### config.mk
export PLATFORM = sky130hd
export DESIGN_NAME = gpio_edge_irq_agg
export DESIGN_NICKNAME = d
export VERILOG_FILES = /design/src/rtl/gpio_irq_pkg.sv /design/src/rtl/pin_edge_detect.sv /design/src/rtl/irq_reg_bank.sv /design/src/rtl/gpio_edge_irq_agg.sv
export SDC_FILE = /design/constraint.sdc
export NUM_CORES = 1
export LEC_CHECK = 0
export BUFFER_PORTS_ARGS = -buffer_cell sky130_fd_sc_hd__buf_4
export CAP_MARGIN = 10
export CORE_MARGIN = 3
export CORE_UTILIZATION = 55
export DETAILED_ROUTE_END_ITERATION = 16
export MAX_ROUTING_LAYER = met4
export PLACE_DENSITY_LB_ADDON = 0.12
export SYNTH_ARGS = -nofsm -noshare
export SYNTH_HDL_FRONTEND = slang
export SYNTH_SLANG_ARGS = --single-unit
### constraint.sdc
create_clock -name clk -period 4.3 [get_ports clk]
set_input_delay 0.86 -clock clk [delete_from_list [all_inputs] [get_ports clk]]
set_output_delay 0.86 -clock clk [all_outputs]
set_load 0.03 [all_outputs]
### src/rtl/gpio_irq_pkg.sv
// Shared types for the grouped GPIO edge interrupt aggregator.
// Assumes: the detect-mode codes below are fixed by the pin controller.
package gpio_irq_pkg;

    typedef enum logic [1:0] {
        DET_OFF  = 2'd0,
        DET_FALL = 2'd1,
        DET_RISE = 2'd2,
        DET_BOTH = 2'd3
    } det_mode_e;

endpackage

### src/rtl/pin_edge_detect.sv
// Per-pin edge detector. Compares each pin with its level from the
// previous cycle and flags the edges that the pin's mode asks for.
// Assumes: pin_level is already synchronized. During reset the previous
// level follows the live pin, so reset release makes no edge.
module pin_edge_detect
    import gpio_irq_pkg::*;
#(
    parameter int NUM_PINS = 13
) (
    input  logic                  clk,
    input  logic                  rst_n,
    input  logic [NUM_PINS-1:0]   pin_level,
    input  logic [2*NUM_PINS-1:0] pin_mode,
    output logic [NUM_PINS-1:0]   edge_hit
);

    logic [NUM_PINS-1:0] prev_level;

    // Keep the previous level; during reset load the live level.
    always_ff @(posedge clk) begin
        prev_level <= pin_level;
    end

    for (genvar p = 0; p < NUM_PINS; p++) begin : g_pin
        det_mode_e mode;
        logic      rise;
        logic      fall;

        assign mode = det_mode_e'(pin_mode[2*p +: 2]);
        assign rise = pin_level[p] & ~prev_level[p];
        assign fall = ~pin_level[p] & prev_level[p];

        // Select the edges this pin's mode records.
        always_comb begin
            unique case (mode)
                DET_OFF:  edge_hit[p] = 1'b0;
                DET_FALL: edge_hit[p] = fall;
                DET_RISE: edge_hit[p] = rise;
                DET_BOTH: edge_hit[p] = rise | fall;
                default:  edge_hit[p] = 1'b0;
            endcase
        end
    end

    // Reset needs no branch: the previous level copies the pin every cycle.
    logic unused_rst;
    assign unused_rst = rst_n;

endmodule

### src/rtl/irq_reg_bank.sv
// Status and mask registers split over two groups, with address decode.
// Status is sticky and cleared by writing one. A new edge beats a clear.
// Assumes: group sizes fit in REG_W bits and addresses of a pair are adjacent.
module irq_reg_bank #(
    parameter int                NUM_PINS  = 13,
    parameter int                GRP0_PINS = 7,
    parameter int                REG_W     = 8,
    parameter int                ADDR_W    = 16,
    parameter logic [ADDR_W-1:0] STAT_BASE = 16'h4E0B,
    parameter logic [ADDR_W-1:0] MASK_BASE = 16'h4E19
) (
    input  logic                clk,
    input  logic                rst_n,
    input  logic [NUM_PINS-1:0] edge_hit,
    input  logic [ADDR_W-1:0]   bus_addr,
    input  logic                bus_wr_en,
    input  logic [REG_W-1:0]    bus_wdata,
    output logic [REG_W-1:0]    bus_rdata,
    output logic [NUM_PINS-1:0] status_vec,
    output logic [NUM_PINS-1:0] mask_vec
);

    localparam int                GRP1_PINS = NUM_PINS - GRP0_PINS;
    localparam logic [ADDR_W-1:0] STAT_G0   = STAT_BASE;
    localparam logic [ADDR_W-1:0] STAT_G1   = ADDR_W'(STAT_BASE + 1);
    localparam logic [ADDR_W-1:0] MASK_G0   = MASK_BASE;
    localparam logic [ADDR_W-1:0] MASK_G1   = ADDR_W'(MASK_BASE + 1);

    logic                sel_s0, sel_s1, sel_m0, sel_m1;
    logic [NUM_PINS-1:0] clr_vec;
    logic [NUM_PINS-1:0] mask_d;

    assign sel_s0 = (bus_addr == STAT_G0);
    assign sel_s1 = (bus_addr == STAT_G1);
    assign sel_m0 = (bus_addr == MASK_G0);
    assign sel_m1 = (bus_addr == MASK_G1);

    // Spread a write to either group onto the clear vector and the next mask.
    always_comb begin
        clr_vec = '0;
        mask_d  = mask_vec;
        for (int i = 0; i < NUM_PINS; i++) begin
            if (i < GRP0_PINS) begin
                if (bus_wr_en && sel_s0) clr_vec[i] = bus_wdata[i];
                if (bus_wr_en && sel_m0) mask_d[i]  = bus_wdata[i];
            end else begin
                if (bus_wr_en && sel_s1) clr_vec[i] = bus_wdata[i-GRP0_PINS];
                if (bus_wr_en && sel_m1) mask_d[i]  = bus_wdata[i-GRP0_PINS];
            end
        end
    end

    // Sticky status: clear on write-one, set on edge, the edge wins.
    always_ff @(posedge clk) begin
        if (!rst_n) status_vec <= '0;
        else        status_vec <= (status_vec & ~clr_vec) | edge_hit;
    end

    // Mask register: all pins blocked after reset.
    always_ff @(posedge clk) begin
        if (!rst_n) mask_vec <= '1;
        else        mask_vec <= mask_d;
    end

    // Read mux: place the addressed group in the low bits, pad with zeros.
    always_comb begin
        bus_rdata = '0;
        for (int b = 0; b < REG_W; b++) begin
            if (b < GRP0_PINS && sel_s0) bus_rdata[b] = status_vec[b];
            if (b < GRP0_PINS && sel_m0) bus_rdata[b] = mask_vec[b];
            if (b < GRP1_PINS && sel_s1) bus_rdata[b] = status_vec[b+GRP0_PINS];
            if (b < GRP1_PINS && sel_m1) bus_rdata[b] = mask_vec[b+GRP0_PINS];
        end
    end

endmodule

### src/rtl/gpio_edge_irq_agg.sv
// Top of the grouped GPIO edge interrupt aggregator. Edge detection feeds
// the sticky status bank, and a register ORs unmasked status into one line.
// Assumes: a single host master, with reads and writes both addressed by bus_addr.
module gpio_edge_irq_agg #(
    parameter int                NUM_PINS  = 13,
    parameter int                GRP0_PINS = 7,
    parameter int                REG_W     = 8,
    parameter int                ADDR_W    = 16,
    parameter logic [ADDR_W-1:0] STAT_BASE = 16'h4E0B,
    parameter logic [ADDR_W-1:0] MASK_BASE = 16'h4E19
) (
    input  logic                  clk,
    input  logic                  rst_n,
    input  logic [NUM_PINS-1:0]   pin_level,
    input  logic [2*NUM_PINS-1:0] pin_mode,
    input  logic [ADDR_W-1:0]     bus_addr,
    input  logic                  bus_wr_en,
    input  logic [REG_W-1:0]      bus_wdata,
    output logic [REG_W-1:0]      bus_rdata,
    output logic                  irq_out
);

    logic [NUM_PINS-1:0] edge_hit;
    logic [NUM_PINS-1:0] status_vec;
    logic [NUM_PINS-1:0] mask_vec;

    pin_edge_detect #(.NUM_PINS(NUM_PINS)) edge_i (
        .clk       (clk),
        .rst_n     (rst_n),
        .pin_level (pin_level),
        .pin_mode  (pin_mode),
        .edge_hit  (edge_hit)
    );

    irq_reg_bank #(
        .NUM_PINS  (NUM_PINS),
        .GRP0_PINS (GRP0_PINS),
        .REG_W     (REG_W),
        .ADDR_W    (ADDR_W),
        .STAT_BASE (STAT_BASE),
        .MASK_BASE (MASK_BASE)
    ) bank_i (
        .clk        (clk),
        .rst_n      (rst_n),
        .edge_hit   (edge_hit),
        .bus_addr   (bus_addr),
        .bus_wr_en  (bus_wr_en),
        .bus_wdata  (bus_wdata),
        .bus_rdata  (bus_rdata),
        .status_vec (status_vec),
        .mask_vec   (mask_vec)
    );

    // Registered interrupt: any status bit whose mask is clear.
    always_ff @(posedge clk) begin
        if (!rst_n) irq_out <= 1'b0;
        else        irq_out <= |(status_vec & ~mask_vec);
    end

endmodule

Word-level counts from Yosys, hierarchy flattened
Cells that the tools add are included.

storage, ports and cells
  flip-flop bits (word level) = 40
  bits in latches = 0
  RAM bits = 0
  ROM bits = 0
  input port bits = 66
  output and inout bits = 9
  word-level logic and storage cells = 188
  memories = 0

operators by class
  $add $sub $neg = 0
  $mul = 0
  div/mod/pow operators = 0
  magnitude comparators = 0
  equality and inequality tests = 43
  shift operators = 0
  muxes and demuxes = 52
  bitwise gates (word level) = 70
  reductions and logical operators = 18

operator list
  operator              number
  $eq 16x15->1 const B  4
  $eq 2x2->1 const B    26
  $pmux 1 s4            13
  $mux 1                39
  $and 1x1->1           26
  $and 13x13->13        2
  $eq 2x1->1 const B    13
  $logic_not 2->1       13
  $not 1->1             26
  $not 13->13           2
  $or 1x1->1            13
  $or 13x13->13         1
  $reduce_or 13->1      1
  $logic_and 1x1->1     4

Longest topological paths before layout
Gate-level depths: netlist of run 1.

  depth in word-level cells = 6
  mapped depth = 6
  mapped depth without buffers = 6

Modules after synthesis
Synthesis of run 1 repeated with hierarchy kept, for this count alone.

unflattened totals
  cells, all modules = 300
  area total of the unflattened synthesis = 2477.4 µm²

modules (own cells, without submodules)
  module             instances  cells each  area each (µm²)  sequential area each (µm²)
  irq_reg_bank       1          151         1337.5           520.5
  pin_edge_detect    1          128         1012.2           260.2
  gpio_edge_irq_agg  1          21          127.6            20.0

Worst setup path after synthesis of run 1
OpenSTA, ideal clock, no wires.

  path type = input-to-output
  start = input bus_addr[13]
  end = output bus_rdata[3]
  arrival = 2.657 ns
  required time = 3.440 ns
  setup slack = 0.783 ns
  cell stages on the path = 6
  path buffers = 2
  path through = or4b_4 > buf_6 > nor4_2 > buf_4 > a22oi_1 > a21oi_1

between the ends
  cells in the longest elaborated chain, start to end = 5
  elaborated cells between the ends (all ways) = 8
  classes of those cells = 4 x eq/ne; 4 x mux

RTL lines
  what             RTL line                 source
  start, declared  gpio_edge_irq_agg.sv:16  input logic [ADDR_W-1:0] bus_addr,
  $eq 16x15->1     irq_reg_bank.sv:33       assign sel_s0 = (bus_addr == STAT_G0);
  $mux 1           irq_reg_bank.sv:69       if (b < GRP0_PINS && sel_s0) bus_rdata[b] = status_vec[b];
  $mux 1           irq_reg_bank.sv:70       if (b < GRP0_PINS && sel_m0) bus_rdata[b] = mask_vec[b];
  $mux 1           irq_reg_bank.sv:71       if (b < GRP1_PINS && sel_s1) bus_rdata[b] = status_vec[b+GRP0_PINS];
  $mux 1 *         irq_reg_bank.sv:72       if (b < GRP1_PINS && sel_m1) bus_rdata[b] = mask_vec[b+GRP0_PINS];
  end, declared    gpio_edge_irq_agg.sv:19  output logic [REG_W-1:0] bus_rdata,

Mark *: on every way between the ends. The rest lies on a longest branch, timed or not.

Final worst setup path of run 1
  start = input bus_addr[4]
  end = output bus_rdata[3]

The elaborated chain is that of the path after synthesis.

==> results.md, run 1 <==
* Leak pwr at 0.00139 uW
* Critical-path top delay cell: nor4_4
* Crit path max-delay family: simple AND/OR/NAND/NOR gates
* CP Launch Type: input pin
* Crit-path max FO at 13
* Power Total at ~800 uW
* Relative slew slack at 0.554
* Tightest Pin Transition at 664 ps
* Skew final at 4.51 ps
* Total CTS buffers at 5
* Buffers and inverters on the worst path at 2
* Antenna diode count at 0
* H-tree levels at 2
* Area of the core at roughly 4100 um2
* Setup bufs post-CTS at 0
* Wirelength per Cell at 14.0 um
* Cts hold-fix bufs at 0
* Top-Level Pins at 75
* Clk_lat worst skew at 290 ps
* Worst vdd ir at 0.243 mV
* Setup total negative slack at 0 ps
* Cell area after synthesis at 2450 um2
* Reg2Reg Depth at 6
* DRT antenna net count at 0
* Yosys top cell by area: dfxtp_1
* Dominant synthesized flop cell: dfxtp_1
* Synth top area share at 0.327
* Switching Share at 0.251
* Worst Hold Path EP: bank_i.mask_vec[0]$_SDFFE_PN1P_
* CP cell instances: buf_4 > or4_4 > nor4_4 > a22oi_1 > a21oi_1 > buf_4
* Yosys warns at 0
* RePlAce Congestion at 0.871
* Core Util, Final at 0.743
* Initial antenna violation count at 0
* GRT Total Usage at 0.235
* I/O Buffers at between 70 and 80
* CP most frequent cell: buf_4
* Final min period at about 3600 ps
* Unrepaired setup endpoints after global routing: no
* Residual DRC count at 0
* Syn_nets at 392
* Worst path max stage delay at roughly 660 ps
* Filler Cell Count at 339
* Post-DP HPWL at 4560 um
* Total grt overflow at 0
* Post-synth EDFFs at 0
* 1st-iter DRT viols at 182
* Yosys cell types at 36
* Drt pass-1 iters at 5
* Async S/R FF share, synth at 0
* WHS at 503 ps
* Share of power burned in registers at 0.503
* PnR worst setup slack at 657 ps
* Global-route wire length before repair at 9570 um
* Area growth from synthesis to layout at 25.7%
* WP data arrival at 2780 ps
* FF-to-FF Start: edge_i.prev_level[5]$_DFF_P_
* Final hold vios at 0
* Status: finished, final reports clean
* Die Y at 72.8 um
* Mean area per synthesized cell at between 8 and 9 um2
* CP Capture Type: output pin
* Most common library cells after synthesis: 40 x dfxtp_1, 40 x inv_1, 37 x o21ai_0, 26 x ha_1, 26 x nand3_1
* Clock share of power at 0.323
* Fmax at 274 MHz
* Hold Path Stages at 2
* Final setup fails at 0
* Clock root buffer master: clkbuf_8
* Clock Tree Buf Depth at 2
* Worst Path Required at between 3000 and 4000 ps
* Pin count of the biggest net entering global routing at 28
* Final Cycle Share at 0.847
* Count of state elements after synthesis at 40
* Number of vias per cell at 5.78
* Worst slack at placement at 684 ps
* Worst Hold Class: flip-flop to flip-flop
* Final Max Slew Viols at 0
* Number of global-route vias before repair at 2,384
* Num rows at 23
* Reg area at 801 um2
* Final nets at 458
* Via count at 2,411
* R2r endpoint: bank_i.status_vec[5]$_SDFF_PN0_
* R2R Setup Slk at 3010 ps
* Post-cts resize count at 0
* Routed WL at roughly 5800 um
* Critical path class: input pin to output pin
* Worst min-delay path startpoint: bank_i.mask_vec[0]$_SDFFE_PN1P_
* Multi-input gate area at 1430 um2
* Synth top area cells: dfxtp_1 33%, ha_1 13%, o21ai_0 7.6%
* Share of layout cells above drive strength 1 at 0.232
* Die W at a little over 70 um
* CTS tree: done
* Clock transition at the registers of the reported paths at 70 ps
* CTS Sinks at 40
* Starting Density at 0.591
* Cell-internal power at 591 uW
* Cells after synthesis at 300
* DIE AREA at between 5000 and 6000 um2
* Switching power at 198 uW
* PD cells at 256 nW/um2
* Seq/Total Area, Yosys at 0.327
* MaxCap Viol Count at 0
* Combinational power share at 0.174
-- routing by layer --
metal | share of wire | routed length, um | up-vias | global-route usage
met5 | 0 | 0 | - | -
met4 | 0.021 | 123 | 0 | 0.0984
met3 | 0.082 | 476 | 13 | 0.0399
met2 | 0.51 | 2970 | 107 | 0.427
met1 | 0.39 | 2250 | 1104 | 0.249
li1 | - | - | 1187 | -
-- cells in the final DEF (no fill, tap or decap), types with 2 or more instances in the layout --
cell       n
o21ai_0   37
ha_1      26
buf_4     73
nand2_1   15
nor3_1     3
nor4b_1    2
dfxtp_1   40
nor4_4     2
o211ai_1   2
or4_4      2
nor2_1     3
nor2b_1   22
o22ai_1   12
inv_1     40
nand4b_1   2
a31oi_1   13
nand3_1   26
o21a_1    13
or4bb_1    2
a22oi_1    6
clkbuf_8   6
a21oi_1    7
clkbuf_1   2
-- sequential cells by signal (all words and copies together), names as in the netlist --
signal	flops
bank_i.mask_vec	13
bank_i.status_vec	13
edge_i.prev_level	13
irq_out	1
-- metrics by stage --
step,area (um2),instances
after floorplan,2450,300
after global placement,2990,409
after detailed placement,2990,409
after CTS,3080,417
after global routing,3080,417
final,3080,417
-- power by group through the flow --
stage	clock, uW	sequential [uW]	combinational [uW]
after floorplan	0	403	67.0
after global placement	0	405	130
after detailed placement	0	405	137
after CTS	263	397	138
after global routing	275	399	155
final	255	397	137
-- worst register-to-register path: cells and delay by family, from the launching register on --
kind            cells  cell delay, ps
flops               1             350
compound gates      3             480
fa+ha+maj           1             170
buf+inv             1              60
simple gates        1             130
-- worst max path at each step --
stage / cells after the start / end / slack (ps) / startpoint
5_1_grt: 6 / bus_rdata[1] / 550 / bus_addr[4]
3_3_place_gp: 6 / bus_rdata[3] / 660 / bus_addr[4]
2_1_floorplan: 6 / bus_rdata[3] / 780 / bus_addr[13]
3_5_place_dp: 6 / bus_rdata[3] / 680 / bus_addr[4]
4_1_cts: 6 / bus_rdata[3] / 670 / bus_addr[4]
6_report: 6 / bus_rdata[3] / 660 / bus_addr[4]
-- cell families (layout without fill, tap and decap cells) --
| logic type | Yosys count | count (layout) | share of synthesized area |
|---|---|---|---|
| and+or+nand+nor | 88 | 88 | 0.228 |
| AOI/OAI and AO/OA | 91 | 91 | 0.221 |
| adders and majority gates | 26 | 26 | 0.133 |
| DFF | 40 | 40 | 0.327 |
| buffers and inverters | 54 | 121 | 0.0903 |
| other | 1 | 1 | 0.00153 |
-- cell type report --
type / count / area share
clock buffers: 8 / 0.0292
inverters: 40 / 0.0487
multi-input cells: 206 / 0.464
flip-flops and latches: 40 / 0.260
well taps: 50 / 0.0203
repair buffers: 73 / 0.178
No activity file was read; power rests on OpenSTA's default activity.
==> inputs of run 2 (changes only) <==
--- a/config.mk
+++ b/config.mk
@@ -8,7 +8,7 @@
 export BUFFER_PORTS_ARGS = -buffer_cell sky130_fd_sc_hd__buf_4
 export CAP_MARGIN = 10
 export CORE_MARGIN = 3
-export CORE_UTILIZATION = 55
+export CORE_UTILIZATION = 46
 export DETAILED_ROUTE_END_ITERATION = 16
 export MAX_ROUTING_LAYER = met4
 export PLACE_DENSITY_LB_ADDON = 0.12
==> constraint.sdc (replaced) <==
create_clock -name clk -period 3.2 [get_ports clk]
set_input_delay 0.64 -clock clk [delete_from_list [all_inputs] [get_ports clk]]
set_output_delay 0.64 -clock clk [all_outputs]
set_load 0.03 [all_outputs]
==> run 2 against run 1 <==
Largest power group unchanged. Critical endpoint unchanged. Combinational power is 33% higher. Largest cell class unchanged. Clock skew is 3.9 ps higher. Non-clock buffer count is 6 higher. Routed wire length is 3.4% lower.
==> results.md, run 2 (synthesis results as in run 1) <==
* Final hold vios at 0 (unchanged)
* Leak pwr at 0.00143 uW (+2.4%)
* Via count at 2,354 (-2.4%)
* Routed WL at 5620 um (-3.4%)
* Die W at 79.0 um (+8.6%)
* Die Y at 79.0 um (+8.6%)
* Initial antenna violation count at 0 (unchanged)
* Total grt overflow at 0 (unchanged)
* Fmax at 320 MHz
* Clock root buffer master: clkbuf_8
* Number of vias per cell at 5.35 (-7.5%)
* Post-DP HPWL at 4390 um (-3.8%)
* Critical path class: input pin to output pin
* PD cells at 335 nW/um2 (+31%)
* Worst Hold Class: input pin to flip-flop
* Final nets at 464 (+1.3%)
* Starting Density at 0.496 (-0.0955)
* Post-cts resize count at 0 (unchanged)
* Multi-input gate area at 1430 um2 (unchanged)
* Setup total negative slack at 0 ps (unchanged)
* 1st-iter DRT viols at 105 (-42%)
* DRT antenna net count at 0 (unchanged)
* Final min period at 3120 ps
* Residual DRC count at 0 (unchanged)
* Pin count of the biggest net entering global routing at 28 (unchanged)
* Final Cycle Share at 0.975
* Share of layout cells above drive strength 1 at 0.249 (+0.0177)
* Clock transition at the registers of the reported paths at 70 ps (about the same)
* Setup bufs post-CTS at 0 (unchanged)
* Area growth from synthesis to layout at 28.5%
* I/O Buffers at 72 (unchanged)
* Final Max Slew Viols at 0 (unchanged)
* Skew final at 8.42 ps (+3.91 ps)
* Total CTS buffers at 5 (unchanged)
* Filler Cell Count at 468 (+38%)
* RePlAce Congestion at 0.833 (-4.4%)
* WP data arrival at 2480 ps (-300 ps)
* Antenna diode count at 0 (unchanged)
* Drt pass-1 iters at 5 (unchanged)
* CTS Sinks at 40 (unchanged)
* DIE AREA at 6240 um2 (+18%)
* Number of global-route vias before repair at 2,167 (-9.1%)
* CP Launch Type: input pin
* MaxCap Viol Count at 0 (unchanged)
* Unrepaired setup endpoints after global routing: no
* Clk_lat worst skew at 290 ps (about the same)
* Most frequent cells in the layout: 79 x buf_4, 40 x inv_1, 40 x dfxtp_1, 37 x o21ai_0
* Reg area at 801 um2 (unchanged)
* GRT Total Usage at 0.190 (-0.0450)
* Wirelength per Cell at 12.8 um (-8.4%)
* Cts hold-fix bufs at 0 (unchanged)
* H-tree levels at 2 (unchanged)
* Worst Path Required at 2560 ps (-880 ps)
* Num rows at 25 (+8.7%)
* Clock Tree Buf Depth at 2 (unchanged)
* Global-route wire length before repair at 9220 um (-3.7%)
* Crit-path max FO at 13 (unchanged)
* Largest regs: bank_i.mask_vec x13, bank_i.status_vec x13, edge_i.prev_level x13
* Top-Level Pins at 75 (unchanged)
* Area of the core at 4940 um2 (+19%)
* Commonest non-fill, non-tap cell in the layout: buf_4
* Core Util, Final at 0.637 (-0.106)
* CP Capture Type: output pin
* Status: finished, final reports clean
* Final setup fails at 0 (unchanged)
* CTS tree: done
* Worst vdd ir at 0.256 mV (+5.7%)
-- run 2: worst paths after layout --
path                                                      start                               to  slack (ps)  depth (start not counted)
worst min-delay path                               pin_level[1]     edge_i.prev_level[1]$_DFF_P_         460                          1
worst min register to register  bank_i.mask_vec[7]$_SDFFE_PN1P_  bank_i.mask_vec[7]$_SDFFE_PN1P_         510                          2
worst max-delay path                                bus_addr[4]                     bus_rdata[3]          80                          8
worst max register to register     edge_i.prev_level[5]$_DFF_P_  bank_i.status_vec[5]$_SDFF_PN0_        2000                          6
-- run 2: routing by layer --
metal  track usage  up-vias  wire length (um)
met5             -        -                 0
li1              -     1195                 -
met3        0.0385        7               377
met2         0.336       65              2790
met4        0.0670        0                86
met1         0.212     1087              2370
-- run 2: per-stage QoR --
step / cells / cell area, um2 / total power, uW / hold WS [ps] / worst slack [ps]
2_1_floorplan: 300 / 2450 / 631 / 477 / 123
3_3_place_gp: 432 / 3060 / 721 / 493 / 104
3_5_place_dp: 432 / 3060 / 727 / 497 / 111
4_1_cts: 440 / 3150 / 1070 / 453 / 83.5
5_1_grt: 440 / 3150 / 1120 / 452 / 1.12
6_report: 440 / 3150 / 1060 / 461 / 79.2
-- run 2: report_power, final --
group          switching [uW]  total [uW]  internal, uW
logic                    84.2         182          97.4
clock network             170         342           172
registers                11.5         533           521
-- run 2: worst max-delay path: stages --
cell	delay, ps
buf_4	110
or4_4	530
buf_4	170
nor4_4	260
buf_4	230
a22oi_1	100
a21oi_1	240
buf_4	210
-- run 2: final cells by class --
type,instances,area share
multi-input cells,206,0.454
clock buffers,6,0.0262
repair buffers,79,0.188
inverters,40,0.0477
flip-flops and latches,40,0.254
well taps,67,0.0266
clock inverters,2,0.00318
==> inputs of run 3 (changes only) <==
--- a/config.mk
+++ b/config.mk
@@ -11,7 +11,7 @@
 export CORE_UTILIZATION = 46
 export DETAILED_ROUTE_END_ITERATION = 16
 export MAX_ROUTING_LAYER = met4
-export PLACE_DENSITY_LB_ADDON = 0.12
+export PLACE_DENSITY = 0.74
 export SYNTH_ARGS = -nofsm -noshare
 export SYNTH_HDL_FRONTEND = slang
 export SYNTH_SLANG_ARGS = --single-unit
==> run 3 against run 2 <==
Clock skew shrank 5.3 ps. Utilization grew 0.35 points. Clock power is essentially flat. Hold slack gained 6.5 ps. Sequential power is essentially flat. Routed wire length shrank 3.4%. Flip-flop and latch count is the same. Cell count grew 0.23%. Register-to-register slack is essentially flat. Total power shrank 0.22%. Critical endpoint is now bus_rdata[2]. Highest routed layer unchanged.
==> results.md, run 3 (synthesis results as in run 1) <==
* Status: finished, final reports clean
* 1st-iter DRT viols at 115 (+9.5%)
* Drt pass-1 iters at 4 (-1)
* WHS at 468 ps (+6.50 ps)
* Routed WL at 5430 um (-3.4%)
* Residual DRC count at 0 (unchanged)
* Final Max Slew Viols at 0 (unchanged)
* RePlAce Congestion at 0.864 (+3.7%)
* Crit path max-delay family: simple AND/OR/NAND/NOR gates
* Reg area at 801 um2 (unchanged)
* Clk_lat worst skew at 290 ps (about the same)
* Setup total negative slack at 0 ps (unchanged)
* Setup crit end: bus_rdata[2]
* Critical path class: input pin to output pin
* Unrepaired setup endpoints after global routing: no
* Share of layout cells above drive strength 1 at 0.246 (-0.00334)
* Share of power burned in registers at 0.506 (+0.002)
* CTS Sinks at 40 (unchanged)
* Clock root buffer master: clkbuf_8
* Combinational power share at 0.172 (about the same)
* H-tree levels at 2 (unchanged)
* I/O Buffers at 72 (unchanged)
* Global-route wire length before repair at 9120 um (-1.1%)
* CP most frequent cell: buf_4
* Clock Tree Buf Depth at 2 (unchanged)
* CP Capture Type: output pin
* Worst Hold Class: input pin to flip-flop
* Commonest non-fill, non-tap cell in the layout: buf_4
* Starting Density at 0.496 (unchanged)
* Wirelength per Cell at 12.3 um (-3.6%)
* WP data arrival at 2440 ps (-40 ps)
* Switching Share at 0.246 (-0.00531)
* CTS tree: done
* Clock transition at the registers of the reported paths at 70 ps (about the same)
* Worst path max stage delay at 670 ps (+140 ps)
* Final min period at 3080 ps (-36.8 ps)
* Fmax at 324 MHz (+1.2%)
* R2r endpoint: bank_i.status_vec[6]$_SDFF_PN0_
* Via count at 2,350 (-0.17%)
* Initial antenna violation count at 0 (unchanged)
* Critical-path top delay cell: or4_1
* DIE AREA at 6240 um2 (unchanged)
* Cts hold-fix bufs at 0 (unchanged)
* Post-DP HPWL at 4280 um (-2.6%)
* DRT antenna net count at 0 (unchanged)
* Post-cts resize count at 0 (unchanged)
* Worst vdd ir at 0.216 mV (-16%)
* Crit path depth at 6 (-2)
* Top-Level Pins at 75 (unchanged)
* R2R Setup Slk at 2010 ps (about the same)
* Most frequent cells in the layout: 79 x buf_4, 40 x inv_1, 40 x dfxtp_1, 37 x o21ai_0
* Multi-input gate area at 1430 um2 (unchanged)
* Clock share of power at 0.322 (-0.002)
* Cell-internal power at 794 uW (+0.49%)
* CP cell instances: buf_4 > or4_4 > or4_1 > o22ai_1 > a21oi_1 > buf_4
* Reg2Reg Depth at 6 (unchanged)
* Buffers and inverters on the worst path at 2 (-2)
* Total grt overflow at 0 (unchanged)
* GRT Total Usage at 0.184 (-0.00570)
* Worst Path Required at 2560 ps (about the same)
* Total CTS buffers at 5 (unchanged)
* MaxCap Viol Count at 0 (unchanged)
* Skew final at 3.10 ps (-5.32 ps)
* Die Y at 79.0 um (unchanged)
* Final hold vios at 0 (unchanged)
* Number of global-route vias before repair at 2,209 (+1.9%)
* Final Cycle Share at 0.964 (-0.0115)
* Core Util, Final at 0.641 (+0.00354)
* Final nets at 465 (+0.22%)
* Largest regs: bank_i.mask_vec x13, bank_i.status_vec x13, edge_i.prev_level x13
* Worst setup path start: bus_addr[4]
* PD cells at 333 nW/um2 (-0.77%)
* Area of the core at 4940 um2 (unchanged)
* Filler Cell Count at 461 (-1.5%)
* Leak pwr at 0.00143 uW (+0.19%)
* Number of vias per cell at 5.33 (-0.40%)
* Die W at 79.0 um (unchanged)
* Hold Path Stages at 1 (unchanged)
* Crit-path max FO at 6 (-7)
* Area growth from synthesis to layout at 29.2%
* Final setup fails at 0 (unchanged)
* FF-to-FF Start: edge_i.prev_level[6]$_DFF_P_
* CP Launch Type: input pin
* Antenna diode count at 0 (unchanged)
* Pin count of the biggest net entering global routing at 28 (unchanged)
* Setup bufs post-CTS at 0 (unchanged)
* Switching power at 260 uW (-2.3%)
* Num rows at 25 (unchanged)
* Power Total at 1050 uW (-0.22%)
## run 3: routing by layer
layer,global-route usage,share of wire
met1,0.214,0.44
met4,0.0670,0.012
met3,0.0329,0.068
met2,0.318,0.48
met5,-,0
## run 3: worst reg2reg max path: cells and delay by family, from the launching register on
kind                       cells  cell delay, ps
DFF                            1             330
AOI/OAI and AO/OA              3             430
adders and majority gates      1             160
buffers and inverters          1              40
and+or+nand+nor                1             120
## run 3: worst min-delay path by stage
stage,from,end,slack [ps]
4_1_cts,pin_level[5],edge_i.prev_level[5]$_DFF_P_,460
5_1_grt,pin_level[5],edge_i.prev_level[5]$_DFF_P_,460
3_5_place_dp,bank_i.mask_vec[1]$_SDFFE_PN1P_,bank_i.mask_vec[1]$_SDFFE_PN1P_,500
3_3_place_gp,bank_i.mask_vec[0]$_SDFFE_PN1P_,bank_i.mask_vec[0]$_SDFFE_PN1P_,490
6_report,pin_level[3],edge_i.prev_level[3]$_DFF_P_,470
2_1_floorplan,bank_i.mask_vec[10]$_SDFFE_PN1P_,bank_i.mask_vec[10]$_SDFFE_PN1P_,480
## run 3: through the flow
step,instance area [um2],instances,worst slack [ps]
floorplan,2450,300,123
global placement,3080,433,119
detailed placement,3080,433,119
CTS,3170,441,111
global route,3170,441,46.1
finish,3170,441,116
## run 3: power groups by stage
stage	Clock (uW)	Sequential, uW	Combinational, uW
after detailed placement	0	545	183
after floorplan	0	541	90.0
after global routing	372	535	207
after CTS	351	533	184
after global placement	0	544	177
final	340	533	181
## run 3: cell type report
cell class,instances,share of cell area
clock buffers,8,0.0284
inverters,40,0.0474
multi-input cells,206,0.451
flip-flops and latches,40,0.253
well taps,67,0.0265
repair buffers,80,0.194
